===== src/rtl/ptw_pkg.sv =====
// Package: shared types and constants for the page table walker.
// Assumes a 32-bit virtual and physical address space and two security worlds.
package ptw_pkg;
    localparam int ADDR_W     = 32;
    localparam int SPLIT_W    = 3;
    localparam int NUM_WORLDS = 2;
    localparam int SEL_W      = 2;

    // Register select codes of the configuration write port
    localparam logic [SEL_W-1:0] SEL_CTL   = 2'd0;
    localparam logic [SEL_W-1:0] SEL_BASE0 = 2'd1;
    localparam logic [SEL_W-1:0] SEL_BASE1 = 2'd2;

    // Bit positions inside the control register write data
    localparam int CTL_OFF0_BIT = 4;
    localparam int CTL_OFF1_BIT = 5;

    typedef struct packed {
        logic               off1;
        logic               off0;
        logic [SPLIT_W-1:0] split;
    } ctl_t;

    typedef enum logic [1:0] {
        FLT_NONE = 2'd0,
        FLT_SECT = 2'd1,
        FLT_PAGE = 2'd2
    } fault_e;

    typedef enum logic [1:0] {
        SZ_NONE  = 2'd0,
        SZ_SECT  = 2'd1,
        SZ_LARGE = 2'd2,
        SZ_SMALL = 2'd3
    } size_e;

    typedef enum logic [1:0] {
        L1K_FAULT,
        L1K_COARSE,
        L1K_SECT
    } l1_kind_e;

    typedef enum logic [1:0] {
        L2K_FAULT,
        L2K_LARGE,
        L2K_SMALL
    } l2_kind_e;

    typedef enum logic [1:0] {
        ST_IDLE,
        ST_L1,
        ST_L2
    } state_e;
endpackage


===== src/rtl/ptw_regs.sv =====
// Module: banked translation control and base registers, one bank per world.
// Assumes a single write port and one combinational read port indexed by world.
module ptw_regs
    import ptw_pkg::*;
#(
    parameter int WORLDS = NUM_WORLDS
) (
    input  logic              clk,
    input  logic              rst_n,
    input  logic              wr_en,
    input  logic              wr_world,
    input  logic [SEL_W-1:0]  wr_sel,
    input  logic [ADDR_W-1:0] wr_data,
    input  logic              rd_world,
    output ctl_t              rd_ctl,
    output logic [ADDR_W-1:0] rd_base0,
    output logic [ADDR_W-1:0] rd_base1
);
    ctl_t              ctl_q   [WORLDS];
    logic [ADDR_W-1:0] base0_q [WORLDS];
    logic [ADDR_W-1:0] base1_q [WORLDS];

    for (genvar w = 0; w < WORLDS; w++) begin : g_bank
        // Update one world's registers on a write addressed to it
        always_ff @(posedge clk) begin
            if (!rst_n) begin
                ctl_q[w]   <= '0;
                base0_q[w] <= '0;
                base1_q[w] <= '0;
            end else if (wr_en && (wr_world == 1'(w))) begin
                case (wr_sel)
                    SEL_CTL: ctl_q[w] <= '{off1:  wr_data[CTL_OFF1_BIT],
                                           off0:  wr_data[CTL_OFF0_BIT],
                                           split: wr_data[SPLIT_W-1:0]};
                    SEL_BASE0: base0_q[w] <= wr_data;
                    SEL_BASE1: base1_q[w] <= wr_data;
                    default: ;
                endcase
            end
        end
    end

    // Present the bank of the requesting world
    always_comb begin
        rd_ctl   = ctl_q[rd_world];
        rd_base0 = base0_q[rd_world];
        rd_base1 = base1_q[rd_world];
    end
endmodule


===== src/rtl/ptw_base_sel.sv =====
// Module: picks the table base, applies the walk-disable bits and forms the
// first-level descriptor address. Assumes the split value is at most 7.
module ptw_base_sel
    import ptw_pkg::*;
(
    input  ctl_t              ctl,
    input  logic [ADDR_W-1:0] base0,
    input  logic [ADDR_W-1:0] base1,
    input  logic [11:0]       va_top,
    output logic              use_b1,
    output logic              blocked,
    output logic [ADDR_W-1:0] l1_addr
);
    localparam int ALIGN_FULL = 14;

    logic [11:0]       top_mask;
    logic [11:0]       idx_mask;
    logic [4:0]        align;
    logic [ADDR_W-1:0] tbl_mask;

    // Base choice, table alignment and descriptor address
    always_comb begin
        top_mask = ~(12'hFFF >> ctl.split);
        use_b1   = (va_top & top_mask) != 12'd0;
        idx_mask = 12'hFFF >> ctl.split;
        align    = 5'(ALIGN_FULL) - {2'b00, ctl.split};
        tbl_mask = {ADDR_W{1'b1}} << align;
        if (use_b1)
            l1_addr = (base1 & ({ADDR_W{1'b1}} << ALIGN_FULL))
                    | {18'd0, va_top, 2'b00};
        else
            l1_addr = (base0 & tbl_mask) | {18'd0, va_top & idx_mask, 2'b00};
        blocked = use_b1 ? ctl.off1 : ctl.off0;
    end
endmodule


===== src/rtl/ptw_desc_dec.sv =====
// Module: decodes first- and second-level descriptors and forms the
// second-level address and the physical address of each mapping size.
module ptw_desc_dec
    import ptw_pkg::*;
(
    input  logic [ADDR_W-1:0] desc,
    input  logic [19:0]       va_low,
    output l1_kind_e          l1_kind,
    output l2_kind_e          l2_kind,
    output logic [ADDR_W-1:0] l2_addr,
    output logic [ADDR_W-1:0] sect_pa,
    output logic [ADDR_W-1:0] large_pa,
    output logic [ADDR_W-1:0] small_pa
);
    // Classify the descriptor type at each level
    always_comb begin
        case (desc[1:0])
            2'b01:   l1_kind = L1K_COARSE;
            2'b10:   l1_kind = L1K_SECT;
            default: l1_kind = L1K_FAULT;
        endcase
        case (desc[1:0])
            2'b00:   l2_kind = L2K_FAULT;
            2'b01:   l2_kind = L2K_LARGE;
            default: l2_kind = L2K_SMALL;
        endcase
    end

    // Address forms for each mapping granularity
    always_comb begin
        l2_addr  = (desc & 32'hFFFF_FC00) | {22'd0, va_low[19:12], 2'b00};
        sect_pa  = {desc[31:20], va_low};
        large_pa = {desc[31:16], va_low[15:0]};
        small_pa = {desc[31:12], va_low[11:0]};
    end
endmodule


===== src/rtl/ptw_top.sv =====
// Module: two-level page table walker. It accepts one miss at a time, reads
// descriptors over a held request / acknowledge port and reports the result
// with a one-cycle done pulse. Assumes mem_ack is only asserted with mem_req.
module ptw_top
    import ptw_pkg::*;
(
    input  logic              clk,
    input  logic              rst_n,
    input  logic              cfg_we,
    input  logic              cfg_ns,
    input  logic [1:0]        cfg_sel,
    input  logic [31:0]       cfg_wdata,
    input  logic              miss_valid,
    input  logic              miss_ns,
    input  logic [31:0]       miss_va,
    output logic              miss_ready,
    output logic              mem_req,
    output logic [31:0]       mem_addr,
    input  logic              mem_ack,
    input  logic [31:0]       mem_rdata,
    output logic              done,
    output logic [31:0]       pa,
    output logic [1:0]        pg_size,
    output logic [1:0]        fault
);
    state_e            state_q;
    logic [19:0]       va_low_q;
    logic [ADDR_W-1:0] addr_q;
    ctl_t              ctl;
    logic [ADDR_W-1:0] base0, base1, l1_addr;
    logic              use_b1, blocked, accept;
    l1_kind_e          l1_kind;
    l2_kind_e          l2_kind;
    logic [ADDR_W-1:0] l2_addr, sect_pa, large_pa, small_pa;

    ptw_regs u_regs (
        .clk      (clk),
        .rst_n    (rst_n),
        .wr_en    (cfg_we),
        .wr_world (cfg_ns),
        .wr_sel   (cfg_sel),
        .wr_data  (cfg_wdata),
        .rd_world (miss_ns),
        .rd_ctl   (ctl),
        .rd_base0 (base0),
        .rd_base1 (base1)
    );

    ptw_base_sel u_sel (
        .ctl     (ctl),
        .base0   (base0),
        .base1   (base1),
        .va_top  (miss_va[31:20]),
        .use_b1  (use_b1),
        .blocked (blocked),
        .l1_addr (l1_addr)
    );

    ptw_desc_dec u_dec (
        .desc     (mem_rdata),
        .va_low   (va_low_q),
        .l1_kind  (l1_kind),
        .l2_kind  (l2_kind),
        .l2_addr  (l2_addr),
        .sect_pa  (sect_pa),
        .large_pa (large_pa),
        .small_pa (small_pa)
    );

    assign accept     = miss_valid && (state_q == ST_IDLE);
    assign miss_ready = (state_q == ST_IDLE);
    assign mem_req    = (state_q != ST_IDLE);
    assign mem_addr   = addr_q;

    // Walk sequencing and registered result
    always_ff @(posedge clk) begin
        if (!rst_n) begin
            state_q  <= ST_IDLE;
            va_low_q <= '0;
            addr_q   <= '0;
            done     <= 1'b0;
            pa       <= '0;
            pg_size  <= SZ_NONE;
            fault    <= FLT_NONE;
        end else begin
            done <= 1'b0;
            case (state_q)
                ST_IDLE: if (accept) begin
                    va_low_q <= miss_va[19:0];
                    if (blocked) begin
                        done    <= 1'b1;
                        pa      <= '0;
                        pg_size <= SZ_NONE;
                        fault   <= FLT_SECT;
                    end else begin
                        addr_q  <= l1_addr;
                        state_q <= ST_L1;
                    end
                end
                ST_L1: if (mem_ack) begin
                    case (l1_kind)
                        L1K_COARSE: begin
                            addr_q  <= l2_addr;
                            state_q <= ST_L2;
                        end
                        L1K_SECT: begin
                            done    <= 1'b1;
                            pa      <= sect_pa;
                            pg_size <= SZ_SECT;
                            fault   <= FLT_NONE;
                            state_q <= ST_IDLE;
                        end
                        default: begin
                            done    <= 1'b1;
                            pa      <= '0;
                            pg_size <= SZ_NONE;
                            fault   <= FLT_SECT;
                            state_q <= ST_IDLE;
                        end
                    endcase
                end
                ST_L2: if (mem_ack) begin
                    done    <= 1'b1;
                    state_q <= ST_IDLE;
                    case (l2_kind)
                        L2K_LARGE: begin
                            pa      <= large_pa;
                            pg_size <= SZ_LARGE;
                            fault   <= FLT_NONE;
                        end
                        L2K_SMALL: begin
                            pa      <= small_pa;
                            pg_size <= SZ_SMALL;
                            fault   <= FLT_NONE;
                        end
                        default: begin
                            pa      <= '0;
                            pg_size <= SZ_NONE;
                            fault   <= FLT_PAGE;
                        end
                    endcase
                end
                default: state_q <= ST_IDLE;
            endcase
        end
    end
endmodule


===== config.mk =====
export PLATFORM = sky130hd
export DESIGN_NAME = ptw_top
export DESIGN_NICKNAME = d
export VERILOG_FILES = /design/src/rtl/ptw_pkg.sv /design/src/rtl/ptw_regs.sv /design/src/rtl/ptw_base_sel.sv /design/src/rtl/ptw_desc_dec.sv /design/src/rtl/ptw_top.sv
export SDC_FILE = /design/constraint.sdc
export NUM_CORES = 1
export LEC_CHECK = 0
export ABC_AREA = 0
export BUFFER_PORTS_ARGS = -buffer_cell sky130_fd_sc_hd__buf_2
export CAP_MARGIN = 5
export CELL_PAD_IN_SITES_DETAIL_PLACEMENT = 2
export CELL_PAD_IN_SITES_GLOBAL_PLACEMENT = 2
export CORE_MARGIN = 5
export CORE_UTILIZATION = 38
export DETAILED_ROUTE_END_ITERATION = 10
export HOLD_SLACK_MARGIN = 0.12
export PLACE_DENSITY = 0.89
export SYNTH_ARGS = -nofsm -noshare
export SYNTH_HDL_FRONTEND = slang
export SYNTH_HIERARCHICAL = 1
export SYNTH_SLANG_ARGS = --single-unit

===== constraint.sdc =====
create_clock -name clk -period 4.4 [get_ports clk]
set_input_delay 0.22 -clock clk [delete_from_list [all_inputs] [get_ports clk]]
set_output_delay 0.22 -clock clk [all_outputs]
set_load 0.02 [all_outputs]

==> reports/results.ini, run 1 <==
[clocking]
cts_tree = done
max-clock-path-buffers = 3
clock_insertion_delay_worst_skew_ns = 0.53
h-tree-depth = 1
clkSinkCount = 201
tritoncts.num_buffers = 25
postCtsSetupBuffers = 0
path_clk_slew_ns = 0.06
ctsRootBufferMaster = clkbuf_16

[yosys]
syn-mean-instance-area_sq_um = 10.4
syn-instance-count = 1076
yosysWarningCount = 6
syn_area_sq_mm = 0.0112

[final_layout]
synthToLayoutAreaGrowth_pct = 14.3
post-route-util_pct = 44.2
drive_above_1_share_pct = 27.2
design.final.nets = 1261
fillerInstances = 3033

[global_routing]
grt_max_degree = 82
gr-total-overflow = 0
all_layer_gr_usage_pct = 20.9
wire_length_of_the_first_global_routing_pass_um = 55300
grt_pass1_vias = 9083
antenna_found_initial = 3

[placement]
gpl_wtd_cong = 0.818
place_ws_ns = 0.977
port_buffers = 167
post-dp-hpwl_um = 24000

[route]
vias = 8217
routed_wire_length_per_instance_um = 23.0
dr.first_iter.drc_count = 428
vias_per_cell = 5.32
finalWirelength_um = 35500
drt_pre_antenna_iters = 4
drtAntennaViolNets = 0
drt_drc_violations_left = 0

[power]
leakagePower_nw = 5.33
power.total_mw = 5.42
irDropWorstVdd_uv = 262
power.density_cell_area_mw_per_mm2 = 425

[floorplanning]
ioPinCount = 176
die_y_um = 181
core.rowCount = 62
die_w_um = 181
die_area_sq_mm = 0.0329
placeableCoreArea_sq_mm = 0.0289
initial_utilization_pct = 38.7

[critical_path]
cp_data_required_time_ns = 4.82
critical_path.cell_chain = mux2_2 -> ha_1 -> ha_1 -> nand2_1 -> o221ai_2 -> nor2_4 -> mux2_2 -> nand2b_1 -> a22oi_2 -> buf_4 -> nand2_1 -> o211a_1
worst_path_dominant_cell_family = multiplexers
cp_slowest_cell = buf_4
crit_path_end_kind = flip-flop
worst_setup_path_start_kind = flip-flop
critical_path.max_stage_delay_ns = 0.55
critPathArrivalTime_ns = 3.74
timing.critical_path.buf_inv = 1
worst-setup-path-type = flip-flop to flip-flop
cp_max_fanout = 64

[outcome]
outcome = complete, no violations

[hold_path]
min-delay-path-class = input pin to flip-flop

[sta]
fin_ws_ns = 1.08
setup_viol_count_final = 0
max_slew_margin_pct = 18.3
pin_slew_with_the_least_headroom_to_its_limit_ns = 1.22
hold_violations = 0
period_share_pct = 75.5
fin_skew_ns = 0.0112
max_clock_freq_mhz = 301
min_period_ns = 3.32
grt_setup_unrepaired = no
setup_total_negative_slack_ns = 0
drv_slew = 0

[run]
max_cap_violations = 0

-- power by group --
group          leakage [nW]  switching [mW]  internal, mW
Clock                 0.367           0.815          1.14
Combinational          3.16           0.739         0.466
Sequential             1.81           0.111          2.16
Total                  5.33            1.66          3.76
-- layout make-up --
cell class	instances	area [sq um]	share of cell area, %
inverters	14	52.6	0.412
multi-input cells	644	4630	36.3
repair buffers	256	1700	13.3
clock buffers	39	688	5.39
clock inverters	5	68.8	0.539
well taps	384	480	3.77
flip-flops and latches	201	5120	40.2
diodes	3	7.51	0.0588
-- worst register-to-register path, cell delays in order (launching register included) --
cell and delay (ns):
edfxtp_1 0.38, mux2_2 0.32, ha_1 0.22, ha_1 0.18, nand2_1 0.07, o221ai_2 0.15, nor2_4 0.15, mux2_2 0.40
nand2b_1 0.19, a22oi_2 0.20, buf_4 0.55, nand2_1 0.22, o211a_1 0.18
-- registers in the layout, summed over array words and instances (netlist names) --
signal and cells:
u_regs/ctl_q 10, pg_size 2, va_low_q 20, fault 2, pa 32, done 1
u_regs/base1_q 36, state_q 2, mem_addr 32, u_regs/base0_q 64
-- per-layer routing --
metal	vias to the layer above	share of wire, %	GRT usage, %	wire length (um)
met3	39	3.8	3.00	1340
met4	0	1.9	4.56	691
li1	3877	-	-	-
met1	4126	43	26.7	15200
met2	175	52	37.8	18300
met5	-	0	0	0
-- cells in the final DEF (no fill, tap or decap), drive strengths merged, types with 39 or more instances in the layout --
master       count
a21boi          58
and3            56
buf            186
clkbuf          39
dfxtp           91
dlygate4sd3     70
edfxtp         110
mux2            74
nand2           81
nand3           67
nor2            61
o21ai           46
-- through the flow --
step	std cells	hold WS, ns	instance area (sq um)
final	1546	0.127	12800
after global routing	1546	0.147	12800
after CTS	1542	0.122	12700
after detailed placement	1428	0.471	11300
after global placement	1428	0.457	11300
after floorplan	1077	0.365	11200
-- final timing paths --
kind	depth (start not counted)	start	slack, ns	to
worst max-delay path	12	u_regs/ctl_q[1][0]	1.08	mem_addr[20]
worst min-delay path	4	mem_rdata[25]	0.13	mem_addr[25]
worst max register to register	12	u_regs/ctl_q[1][0]	1.08	mem_addr[20]
worst min register to register	2	pa[27]	0.47	pa[27]
-- repair_timing --
action	4_1_cts	5_1_grt
resized for setup	0	0
hold endpoints to repair	136	0
hold buffers	70	0
No activity file was read; power rests on OpenSTA's default activity.
==> run 2: changes to the inputs <==
==> constraint.sdc (replaced) <==
create_clock -name clk -period 3.3 [get_ports clk]
set_input_delay 0.165 -clock clk [delete_from_list [all_inputs] [get_ports clk]]
set_output_delay 0.165 -clock clk [all_outputs]
set_load 0.02 [all_outputs]
==> run 2 against run 1 <==
Register-to-register slack got worse by 0.81 ns; global-route usage rose by 0.29 points; core utilization rose by 0.25 points; flip-flop and latch count did not move; sequential share of layout area fell by 0.22 points; hold slack improved by 0.021 ns; sequential power rose by 33%; power rose by 34%; cell count rose by 0.58%; fmax rose by 9.5%; count of clock-buffer cells in the layout fell by 9; combinational power rose by 35%; critical path type unchanged; critical endpoint unchanged; largest power group unchanged.
==> reports/results.ini, run 2 (same netlist as run 1, synthesis figures left out) <==
[outcome]
outcome = complete, no violations

[critical_path]
cp_data_required_time_ns = 3.71
worst_r2r_endpoint = mem_addr[20]
r2r_start = u_regs/ctl_q[0][0]
critPathArrivalTime_ns = 3.44
worst-setup-path-type = flip-flop to flip-flop
cp_max_fanout = 64
worst-r2r-setup-slack_ns = 0.27
ff2ff_path_depth = 12
worst_setup_path_start_kind = flip-flop
crit_path_end_kind = flip-flop

[clocking]
ctsRootBufferMaster = clkbuf_16
path_clk_slew_ns = 0.06
clock_insertion_delay_worst_skew_ns = 0.53
clkSinkCount = 201
tritoncts.num_buffers = 25
h-tree-depth = 1
max-clock-path-buffers = 3
cts_tree = done

[global_routing]
all_layer_gr_usage_pct = 21.2
grt_pass1_vias = 9290
wire_length_of_the_first_global_routing_pass_um = 56000
grt_max_degree = 80
antenna_found_initial = 3
gr-total-overflow = 0

[final_layout]
mostFrequentLayoutCells = buf_2, edfxtp_1, dfxtp_1
synthToLayoutAreaGrowth_pct = 14.9
fin_area_sq_mm = 0.0128
fillerInstances = 3033
leading_cell_type_in_the_layout_fill_and_taps_excluded = buf_2
max_flop_register = u_regs/base0_q
flip_flop_count_of_the_largest_register_after_layout = 64
drive_above_1_share_pct = 27.3
design.final.nets = 1269
largest_registers = u_regs/base0_q (64), u_regs/base1_q (36)

[route]
dr_wl_met3_um = 1550
drt_drc_violations_left = 0
drt_pre_antenna_iters = 5
vias_per_cell = 5.40
routed_wire_length_per_instance_um = 23.4
finalWirelength_um = 36300
met1Wirelength_um = 15100
met2_length_um = 18700
top_layer = met5
vias = 8397
drtAntennaViolNets = 0
dr.first_iter.drc_count = 491

[floorplanning]
die_w_um = 181
ioPinCount = 176
initial_utilization_pct = 38.7
core.rowCount = 62
placeableCoreArea_sq_mm = 0.0289
die_y_um = 181
die_area_sq_mm = 0.0329

[power]
power.total_mw = 7.29
power.sequential.fraction_pct = 41.5
power_frac_clock_pct = 36.2
power.density_cell_area_mw_per_mm2 = 568
power_report.internal_total_mw = 5.04
comb_power_share_pct = 22.3
netSwitchingFraction_pct = 30.8
leakagePower_nw = 5.37
p_switching_mw = 2.24
irDropWorstVdd_uv = 341

[sta]
pin_slew_with_the_least_headroom_to_its_limit_ns = 1.14
min_period_ns = 3.03
max_clock_freq_mhz = 330
setup_viol_count_final = 0
drv_slew = 0
fin_ws_ns = 0.267
fin_skew_ns = 0.0172
hold_violations = 0
setup_total_negative_slack_ns = 0
period_share_pct = 91.9
max_slew_margin_pct = 24.0
whs_ns = 0.148
grt_setup_unrepaired = no

[placement]
place_ws_ns = 0.169
placed_cell_area_sq_mm = 0.0113
port_buffers = 167
gpl_wtd_cong = 0.793
post-dp-hpwl_um = 24300

[hold_path]
hold-path-cell-count = 5
min-delay-path-class = input pin to flip-flop
hold_path_end = mem_addr[9]
worstHoldStart = miss_va[27]

[run]
max_cap_violations = 0

## run 2: cell types whose count changed in the layout (fill, tap and decap cells not counted)
| cell | before | now |
|---|---|---|
| dlygate4sd3_1 | 70 | 75 |
| inv_16 | 1 | 0 |
| bufinv_16 | 1 | 2 |
| buf_8 | 1 | 0 |
| clkbuf_8 | 1 | 0 |
| clkinv_1 | 0 | 8 |
| clkinv_2 | 2 | 4 |
| clkbuf_1 | 13 | 5 |
| buf_4 | 18 | 22 |
## run 2: critical path, cell delays in order (launching register included)
cell      delay (ns)
edfxtp_1        0.39
mux2_2          0.31
ha_1            0.22
ha_1            0.18
nand2_1         0.07
o221ai_2        0.13
nor2_4          0.14
mux2_2          0.39
nand2b_1        0.19
a22oi_2         0.25
buf_12          0.30
nand2_1         0.13
o211a_1         0.18
## run 2: how the worst max path moves through the flow
stage / start / cells past startpoint / endpoint
after floorplan: cfg_ns / 3 / u_regs/base0_q[0][0]
after detailed placement: miss_ns / 13 / mem_addr[20]
after global placement: miss_ns / 13 / pg_size[1]
after global routing: u_regs/ctl_q[0][0] / 12 / mem_addr[20]
after CTS: u_regs/ctl_q[0][0] / 11 / pg_size[0]
final: u_regs/ctl_q[0][0] / 12 / mem_addr[20]
## run 2: layout make-up
| type | instances | area [sq um] | share of cell area, % |
|---|---|---|---|
| Multi-Input combinational cell | 644 | 4630 | 36.1 |
| Timing Repair Buffer | 264 | 1770 | 13.8 |
| Antenna cell | 3 | 7.51 | 0.0585 |
| Inverter | 14 | 52.6 | 0.410 |
| Clock buffer | 30 | 644 | 5.02 |
| Clock inverter | 15 | 119 | 0.927 |
| Sequential cell | 201 | 5120 | 39.9 |
| Tap cell | 384 | 480 | 3.75 |
## run 2: per-stage QoR
step | std cells | utilization [%]
after floorplan | 1077 | -
after global placement | 1432 | 39.2
after detailed placement | 1432 | 39.2
after CTS | 1552 | 44.4
after global routing | 1555 | 44.5
final | 1555 | 44.5
## run 2: routing by layer
layer | global-route usage (%) | vias up
met2 | 38.3 | 211
met4 | 5.79 | 2
li1 | - | 3898
met3 | 2.94 | 58
met5 | 0 | -
met1 | 26.5 | 4228
## run 2: timing repair
| item | 4_1_cts | 5_1_grt |
|---|---|---|
| setup buffers | 0 | 0 |
| gates resized for setup | 0 | 0 |
| hold buffers | 75 | 0 |
| endpoints found under the setup margin | 0 | 0 |
| hold endpoints to repair | 165 | 0 |
## run 2: power by group through the flow
| stage | clock, mW | sequential [mW] | combinational (mW) |
|---|---|---|---|
| final | 2.64 | 3.03 | 1.62 |
| after global routing | 2.82 | 3.05 | 1.75 |
| after CTS | 2.69 | 3.03 | 1.63 |
| after detailed placement | 0 | 3.08 | 1.54 |
| after global placement | 0 | 3.06 | 1.47 |
| after floorplan | 0 | 3.16 | 1.03 |
